### src/rtl/tmr_pkg.sv
package tmr_pkg;
  localparam int MODE_W  = 12;
  localparam int MB_ZRET = 6;
  localparam int MB_CUE  = 7;
  localparam int MB_CMPE = 8;
  localparam int MB_OVFE = 9;
  localparam int MB_CMPF = 10;
  localparam int MB_OVFF = 11;

  typedef enum logic [2:0] {
    RK_COUNT,
    RK_MODE,
    RK_COMP,
    RK_HOLD,
    RK_NONE
  } reg_kind_e;

  // Fires on a tick when either interrupt enable is armed.
  function automatic logic arms(input logic [MODE_W-1:0] m);
    return m[MB_CMPE] | m[MB_OVFE];
  endfunction

  // Single-shot timers drop compare enable and overflow flag after firing.
  function automatic logic [MODE_W-1:0] disarm(input logic [MODE_W-1:0] m);
    logic [MODE_W-1:0] r;
    r = m;
    r[MB_CMPE] = 1'b0;
    r[MB_OVFF] = 1'b0;
    return r;
  endfunction
endpackage

### src/rtl/tmr_decode.sv
module tmr_decode #(
  parameter int N_TMR     = 4,
  parameter int SEL_SHIFT = 11,
  parameter int HOLD_TMRS = 2,
  localparam int IDX_W    = $clog2(N_TMR),
  localparam int ADDR_W   = SEL_SHIFT + IDX_W
) (
  input  logic [ADDR_W-1:0]   addr_i,
  output logic [IDX_W-1:0]    idx_o,
  output tmr_pkg::reg_kind_e  kind_o,
  output logic                hold_miss_o
);
  import tmr_pkg::*;

  localparam logic [SEL_SHIFT-1:0] OFF_CNT  = SEL_SHIFT'(8'h00);
  localparam logic [SEL_SHIFT-1:0] OFF_MODE = SEL_SHIFT'(8'h10);
  localparam logic [SEL_SHIFT-1:0] OFF_COMP = SEL_SHIFT'(8'h20);
  localparam logic [SEL_SHIFT-1:0] OFF_HOLD = SEL_SHIFT'(8'h30);

  logic [SEL_SHIFT-1:0] off;

  assign off   = addr_i[SEL_SHIFT-1:0];
  assign idx_o = addr_i[SEL_SHIFT +: IDX_W];

  always_comb begin
    kind_o      = RK_NONE;
    hold_miss_o = 1'b0;
    if (off == OFF_CNT) begin
      kind_o = RK_COUNT;
    end else if (off == OFF_MODE) begin
      kind_o = RK_MODE;
    end else if (off == OFF_COMP) begin
      kind_o = RK_COMP;
    end else if (off == OFF_HOLD) begin
      if (32'(idx_o) < HOLD_TMRS) kind_o = RK_HOLD;
      else                        hold_miss_o = 1'b1;
    end
  end
endmodule

### src/rtl/tmr_unit.sv
module tmr_unit #(
  parameter int CNT_W    = 16,
  parameter bit HAS_HOLD = 1'b1,
  parameter bit ONE_SHOT = 1'b0
) (
  input  logic                        clk_i,
  input  logic                        rst_i,
  input  logic                        tick_i,
  input  logic                        wr_en_i,
  input  tmr_pkg::reg_kind_e          kind_i,
  input  logic [CNT_W-1:0]            wdata_i,
  output logic [CNT_W-1:0]            rdata_o,
  output logic                        fire_o,
  output logic                        irq_o,
  output logic [CNT_W-1:0]            cnt_o,
  output logic [tmr_pkg::MODE_W-1:0]  mode_o
);
  import tmr_pkg::*;

  logic [CNT_W-1:0]  cnt_q, cmp_q, hold_q, cnt_nx;
  logic [MODE_W-1:0] mode_q, mode_nx;
  logic              irq_q;

  function automatic logic [CNT_W-1:0] step_cnt(input logic [CNT_W-1:0] c,
                                                input logic [MODE_W-1:0] m,
                                                input logic fire);
    logic [CNT_W-1:0] r;
    r = m[MB_CUE] ? c + CNT_W'(1) : c;
    if (fire && m[MB_ZRET]) r = '0;
    return r;
  endfunction

  assign fire_o = tick_i & arms(mode_q);

  always_comb begin
    cnt_nx  = tick_i ? step_cnt(cnt_q, mode_q, fire_o) : cnt_q;
    mode_nx = (fire_o && ONE_SHOT) ? disarm(mode_q) : mode_q;
  end

  always_ff @(posedge clk_i) begin
    if (rst_i) begin
      cnt_q  <= '0;
      mode_q <= '0;
      cmp_q  <= '0;
      irq_q  <= 1'b0;
    end else begin
      irq_q  <= fire_o;
      cnt_q  <= (wr_en_i && kind_i == RK_COUNT) ? wdata_i : cnt_nx;
      mode_q <= (wr_en_i && kind_i == RK_MODE) ? wdata_i[MODE_W-1:0] : mode_nx;
      if (wr_en_i && kind_i == RK_COMP) cmp_q <= wdata_i;
    end
  end

  generate
    if (HAS_HOLD) begin : g_hold
      always_ff @(posedge clk_i) begin
        if (rst_i)                                hold_q <= '0;
        else if (wr_en_i && kind_i == RK_HOLD)    hold_q <= wdata_i;
      end
    end else begin : g_nohold
      assign hold_q = '0;
    end
  endgenerate

  always_comb begin
    case (kind_i)
      RK_COUNT: rdata_o = cnt_q;
      RK_MODE:  rdata_o = {{(CNT_W-MODE_W){1'b0}}, mode_q};
      RK_COMP:  rdata_o = cmp_q;
      RK_HOLD:  rdata_o = hold_q;
      default:  rdata_o = '0;
    endcase
  end

  assign irq_o  = irq_q;
  assign cnt_o  = cnt_q;
  assign mode_o = mode_q;
endmodule

### src/rtl/tmr_bank.sv
module tmr_bank #(
  parameter int N_TMR     = 4,
  parameter int CNT_W     = 16,
  parameter int SEL_SHIFT = 11,
  parameter int HOLD_TMRS = 2,
  parameter int SHOT_FROM = 1,
  localparam int IDX_W    = $clog2(N_TMR),
  localparam int ADDR_W   = SEL_SHIFT + IDX_W
) (
  input  logic              clk_i,
  input  logic              rst_i,
  input  logic              tick_i,
  input  logic              wr_i,
  input  logic              rd_i,
  input  logic [ADDR_W-1:0] addr_i,
  input  logic [CNT_W-1:0]  wdata_i,
  output logic [CNT_W-1:0]  rdata_o,
  output logic              hold_bad_o,
  output logic [N_TMR-1:0]  irq_o
);
  import tmr_pkg::*;

  logic [IDX_W-1:0]                  sel_idx;
  reg_kind_e                         sel_kind;
  logic                              hold_miss;
  logic [N_TMR-1:0][CNT_W-1:0]       unit_rd;
  logic [N_TMR-1:0][CNT_W-1:0]       cnt_all;
  logic [N_TMR-1:0][MODE_W-1:0]      mode_all;
  logic [N_TMR-1:0]                  fire_all;

  tmr_decode #(
    .N_TMR(N_TMR), .SEL_SHIFT(SEL_SHIFT), .HOLD_TMRS(HOLD_TMRS)
  ) dec_i (
    .addr_i(addr_i), .idx_o(sel_idx), .kind_o(sel_kind), .hold_miss_o(hold_miss)
  );

  generate
    for (genvar i = 0; i < N_TMR; i++) begin : g_tmr
      tmr_unit #(
        .CNT_W(CNT_W), .HAS_HOLD(i < HOLD_TMRS), .ONE_SHOT(i >= SHOT_FROM)
      ) unit_i (
        .clk_i(clk_i), .rst_i(rst_i), .tick_i(tick_i),
        .wr_en_i(wr_i && (sel_idx == IDX_W'(i))),
        .kind_i(sel_kind), .wdata_i(wdata_i),
        .rdata_o(unit_rd[i]), .fire_o(fire_all[i]), .irq_o(irq_o[i]),
        .cnt_o(cnt_all[i]), .mode_o(mode_all[i])
      );
    end
  endgenerate

  assign rdata_o    = rd_i ? unit_rd[sel_idx] : '0;
  assign hold_bad_o = (rd_i | wr_i) & hold_miss;
endmodule

### config.mk
export PLATFORM = sky130hd
export DESIGN_NAME = tmr_bank
export DESIGN_NICKNAME = d
export VERILOG_FILES = /design/src/rtl/tmr_pkg.sv /design/src/rtl/tmr_decode.sv /design/src/rtl/tmr_unit.sv /design/src/rtl/tmr_bank.sv
export SDC_FILE = /design/constraint.sdc
export NUM_CORES = 1
export LEC_CHECK = 0
export BUFFER_PORTS_ARGS = -buffer_cell sky130_fd_sc_hd__buf_4
export CAP_MARGIN = 20
export CORE_MARGIN = 1
export CORE_UTILIZATION = 38
export CTS_CLUSTER_DIAMETER = 150
export DETAILED_ROUTE_END_ITERATION = 16
export GPL_TIMING_DRIVEN = 0
export PLACE_DENSITY_LB_ADDON = 0.05
export REMOVE_ABC_BUFFERS = 1
export SYNTH_ARGS = -nofsm -noshare
export SYNTH_HDL_FRONTEND = slang
export SYNTH_HIERARCHICAL = 1
export SYNTH_SLANG_ARGS = --single-unit
### constraint.sdc
create_clock -name clk_i -period 4.4 [get_ports clk_i]
set_input_delay 0.22 -clock clk_i [delete_from_list [all_inputs] [get_ports clk_i]]
set_output_delay 0.22 -clock clk_i [all_outputs]
set_load 0.02 [all_outputs]
# ---- Word level (Yosys, flattened, before mapping)
# Cells that the tools add are included.
dict set report totals {
  register_bits 212
  inputBits 34
  output_inout_bits 21
  elab_cells 125
}
dict set report classes {
  n_addsub 4
  n_lt_le_gt_ge 2
  n_eq_ne 9
  mux 39
  bitwise_logic 10
  n_reduce_logical 40
}
# op n
set op_table {}
lappend op_table {{$mux 16} 18}
lappend op_table {{$pmux 16 s4} 2}
lappend op_table {{$pmux 16 s3} 2}
lappend op_table {{$mux 12} 6}
lappend op_table {{$add 16x1->16 const B} 4}
lappend op_table {{$bmux 16 s2} 1}
lappend op_table {{$eq 11x6->1 const B} 2}
lappend op_table {{$logic_and 1x1->1} 22}
lappend op_table {{$mux 3} 5}
lappend op_table {{$reduce_bool 2->1} 7}
lappend op_table {{$reduce_bool 3->1} 4}
lappend op_table {{$eq 11x5->1 const B} 1}
lappend op_table {{$logic_not 11->1} 1}
lappend op_table {{$reduce_and 2->1} 4}
lappend op_table {{$eq 3x2->1 const B} 2}
lappend op_table {{$and 1x1->1} 5}
lappend op_table {{$mux 1} 5}
lappend op_table {{$or 1x1->1} 5}
lappend op_table {{$eq 2x2->1 const B} 2}
lappend op_table {{$eq 3x1->1 const B} 1}
lappend op_table {{$logic_not 3->1} 1}
lappend op_table {{$lt 2x3->1 const B} 1}
lappend op_table {{$eq 2x1->1 const B} 1}
lappend op_table {{$logic_not 2->1} 1}
lappend op_table {{$lt 2x2->1 const B} 1}

# ---- Longest topological paths before layout
dict set report depth {
  ltp_word 11
  ltp_mapped 11
  ltp_nobuf 8
}

# ---- By module
# Netlist, hierarchy kept.
# mod n_inst cells_per_inst area_per_inst_um2 seq_area_each_um2
set modules_own_cells {}
lappend modules_own_cells {{tmr_unit at g_tmr[2].unit_i ...} 2 323 2422.3 900.9}
lappend modules_own_cells {{tmr_unit at g_tmr[1].unit_i} 1 369 3051.7 1221.2}
lappend modules_own_cells {{tmr_unit at g_tmr[0].unit_i} 1 353 3002.9 1221.2}
lappend modules_own_cells {tmr_bank 1 63 568.0 0.0}
lappend modules_own_cells {tmr_decode 1 13 96.3 0.0}

# ---- Worst setup path before layout
# Ideal clock, no wire load.
dict set report synth_timing {
  path_kind {input -> output}
  from {in addr_i[0]}
  to {out rdata_o[0]}
  arrival_time_ns 3.605
  path_slack_ns 0.575
  stages 8
  n_path_buf 2
  path_cell_list {or4_4 > nor4_1 > buf_4 > buf_2 > mux4_2 > nor2b_1 > mux2i_1 > o22ai_1}
}
# item line
set synth_lines {}
lappend synth_lines {{start: declaration} tmr_bank.sv:15} ;# input logic [ADDR_W-1:0] addr_i,
lappend synth_lines {{end: declaration} tmr_bank.sv:17} ;# output logic [CNT_W-1:0] rdata_o,

==> impl_metrics.json <==
{
  "crit_slowest_cell": "nor4_2",
  "criticalPathCategory": "in2out",
  "die_w_um": 176,
  "endpoint_required_time_on_the_critical_path_ns": 4.18,
  "hold_path_endpoint": "g_tmr[2].unit_i/cmp_q[14]$_SDFFE_PP0P_",
  "dieArea_mm2": 0.0311,
  "num_antenna_cells": 0,
  "sequentialPowerShare_pct": 45.0,
  "core_mm2": 0.0298,
  "cts_made_buffers": 26,
  "placement.cell_area_mm2": 0.0122,
  "timing_hold_violations_final": 0,
  "rows": 63,
  "stdcell_count": 1863,
  "fmax_ghz": 0.247,
  "grt_use_total_pct": 25.1,
  "timing.final.setup_violations": 0,
  "route.final.wire_length_mm": 39.5,
  "detailedRoute.firstIterationViolations": 1062,
  "timing.final.max_slew_violations": 0,
  "place_congestion": 0.795,
  "global_route.usage.met3_pct": 3.14,
  "hp-class": "in2reg",
  "crit_path_cell_trace": "buf_4, or4_4, nor4_2, buf_4, buf_4, buf_4, buf_4, buf_6, mux2i_1, nor2_1, a21oi_1, nor2_1, mux2i_1, o22ai_1, buf_4",
  "crit_path_launch_type": "input pin",
  "vias_in_the_first_global_route": 9529,
  "synth.yosys.warnings": 6,
  "drive_gt1_share_pct": 13.3,
  "grt_start_max_net_pins": 124,
  "rsz_0062_raised_after_global_routing": "no",
  "cellPowerDensity_mw_per_mm2": 326,
  "power.share.switching_pct": 23.3,
  "leakagePower_nw": 4.37,
  "clock-sinks": 212,
  "worst_pin_slew_ns": 1.04,
  "area_growth_pct": 13.2,
  "globalRouteMet2Util_pct": 38.6,
  "power.net_switching_uw": 995,
  "fin_nets": 1492,
  "reg_to_reg_setup_timing_slack_ns": 2.38,
  "globalRouteOverflowTotal": 0,
  "period_share_pct": 92.0,
  "maxSlewHeadroom_pct": 30.3,
  "die_height_um": 176,
  "cts.root.buffer_cell": "clkbuf_16",
  "slowest_delay_ns": 0.68,
  "internal_power_mw": 3.27,
  "place_inst": 1816,
  "clk_skew_ns": 0.00804,
  "critical_path_buf_inv_count": 7,
  "finalCriticalPeriod_ns": 4.05,
  "detail_route.vias_per_cell": 5.67,
  "antenna_violations_before_repair": 0,
  "cp_data_arrival_time_ns": 3.83,
  "clock_power_share_pct": 50.9,
  "status": "completed",
  "grt_util_met1_pct": 37.1,
  "timing.rr.end": "g_tmr[1].unit_i/cnt_o[14]$_SDFFE_PP0P_",
  "max_cap_violations": 0,
  "detail-route-antenna-nets": 0,
  "initial_utilization_pct": 38.8,
  "worst_hold_path_cells": 3,
  "layout.cell_area.non_filler_mm2": 0.0131,
  "dp.final_hpwl_mm": 25.8,
  "drt_drc_violations_left": 0,
  "port_buffers": 54,
  "postSynthCellCount": 1441,
  "cts-htree-levels": 1,
  "clock_tree.buffer_depth": 3,
  "detailedRoute.firstPassIterationCount": 5,
  "reg_to_reg_start": "g_tmr[1].unit_i/cnt_o[0]$_SDFFE_PP0P_",
  "critPathMaxFanout": 8,
  "worst_setup_path_end_kind": "output pin",
  "grt_pass1_wl_mm": 59.8,
  "tritoncts_clock_tree": "done",
  "ir_drop_uv": 252,
  "post_synth.cell_area_avg_um2": 8.02,
  "comb_power_share_pct": 4.1,
  "boundaryPins": 55,
  "post_synth_instance_area_mm2": 0.0116,
  "cts.clk_slew.worst_paths_ns": 0.06,
  "cts_post_setup_buffers_inserted": 0,
  "worst_skew_pair.late_latency_ns": 0.53,
  "vias": 10567,
  "ff2ff_path_depth": 5,
  "total_power_mw": 4.26,
  "min_from": "wdata_i[14]",
  "grt.busiest_layer": "met2",
  "critical-path-top-delay-family": "simple AND/OR/NAND/NOR gates",
  "crit_top_cell": "buf_4",
  "wire_per_inst_um": 21.2
}
==> worst max-delay path by stage <==
stage                          from                                      end  slack (ns)  depth (start not counted)
after global placement    addr_i[0]  g_tmr[0].unit_i/hold_q[13]$_SDFFE_PP0P_      -20.10                          6
after floorplan           addr_i[0]   g_tmr[0].unit_i/hold_q[0]$_SDFFE_PP0P_      -10.21                          5
after global routing      addr_i[0]                               rdata_o[0]        0.18                         15
after detailed placement  addr_i[0]                               rdata_o[3]       -0.17                         13
final                     addr_i[0]                               rdata_o[0]        0.35                         15
after CTS                 addr_i[0]                               rdata_o[3]        0.12                         13
==> per-layer routing <==
layer / vias to the layer above / wire, um
met5: - / 0
met4: 0 / 747
met3: 42 / 2140
met2: 285 / 17400
met1: 5095 / 19100
li1: 5145 / -
==> power by group through the flow <==
| stage | sequential (mW) | clock, mW | combinational (mW) |
|---|---|---|---|
| finish | 1.92 | 2.17 | 0.174 |
| global route | 1.92 | 2.29 | 0.181 |
| CTS | 1.92 | 2.21 | 0.173 |
| detailed placement | 1.96 | 0 | 0.172 |
| global placement | 1.96 | 0 | 0.168 |
| floorplan | 1.96 | 0 | 0.0293 |
==> through the flow <==
| step | hold slack, ns | TNS (ns) | utilization, % | setup WS (ns) |
|---|---|---|---|---|
| 2_1_floorplan | 0.286 | -2013.20 | - | -10.21 |
| 3_3_place_gp | 0.437 | -3904.48 | 39.9 | -20.10 |
| 3_5_place_dp | 0.443 | -0.711 | 41.0 | -0.173 |
| 4_1_cts | 0.0244 | 0 | 43.9 | 0.120 |
| 5_1_grt | 0.0383 | 0 | 43.9 | 0.178 |
| 6_report | 0.0472 | 0 | 43.9 | 0.351 |
==> repair_timing <==
action / in CTS / in global routing
setup endpoints to repair: 10 / 4
hold buffers: 0 / 0
resized for setup: 1 / 1
==> placed cells by master, fill, tap and decap left out, types with 5 or more instances in the layout <==
cell       instances
nand2_1          345
dfxtp_1          212
a21oi_1          199
nor2_1            92
buf_4             78
mux2i_1           70
nand3_1           47
o21ai_0           28
clkbuf_16         27
nor2b_1           27
nor3_1            27
mux4_2            23
a22oi_1           20
o211ai_1          17
o22ai_1           16
nand4_1           16
xnor2_1           15
inv_1             12
or4_1             11
a22o_1             9
a21o_1             9
clkbuf_8           8
and3_1             8
and4_1             8
nand3b_1           7
a31oi_1            7
a211oi_1           7
o21a_1             6
clkbuf_1           6
mux2_2             6
and2_1             6
nor3b_1            5
clkinv_2           5
nor2_2             5
==> tightest hold or removal path, stage by stage <==
cell     delay [ns]
buf_4          0.18
nand2_1        0.08
a21oi_1        0.05
==> flip-flops by register name (all words and copies together), names as in the netlist <==
signal,cells
g_tmr.unit_i/cmp_q,64
g_tmr.unit_i/cnt_o,64
g_tmr.unit_i/hold_q,32
g_tmr.unit_i/irq_o,4
g_tmr.unit_i/mode_o,48
==> area by class of cell <==
cell class                      instances  area (um2)
Clock buffer                           41         808
Clock inverter                          6        55.1
Fill cell                            3001       16700
Inverter                               12        45.0
Multi-Input combinational cell       1117        6740
Sequential cell                       212        4240
Tap cell                              390         488
Timing Repair Buffer                   85         701
Power figures use the tool's default switching activity.
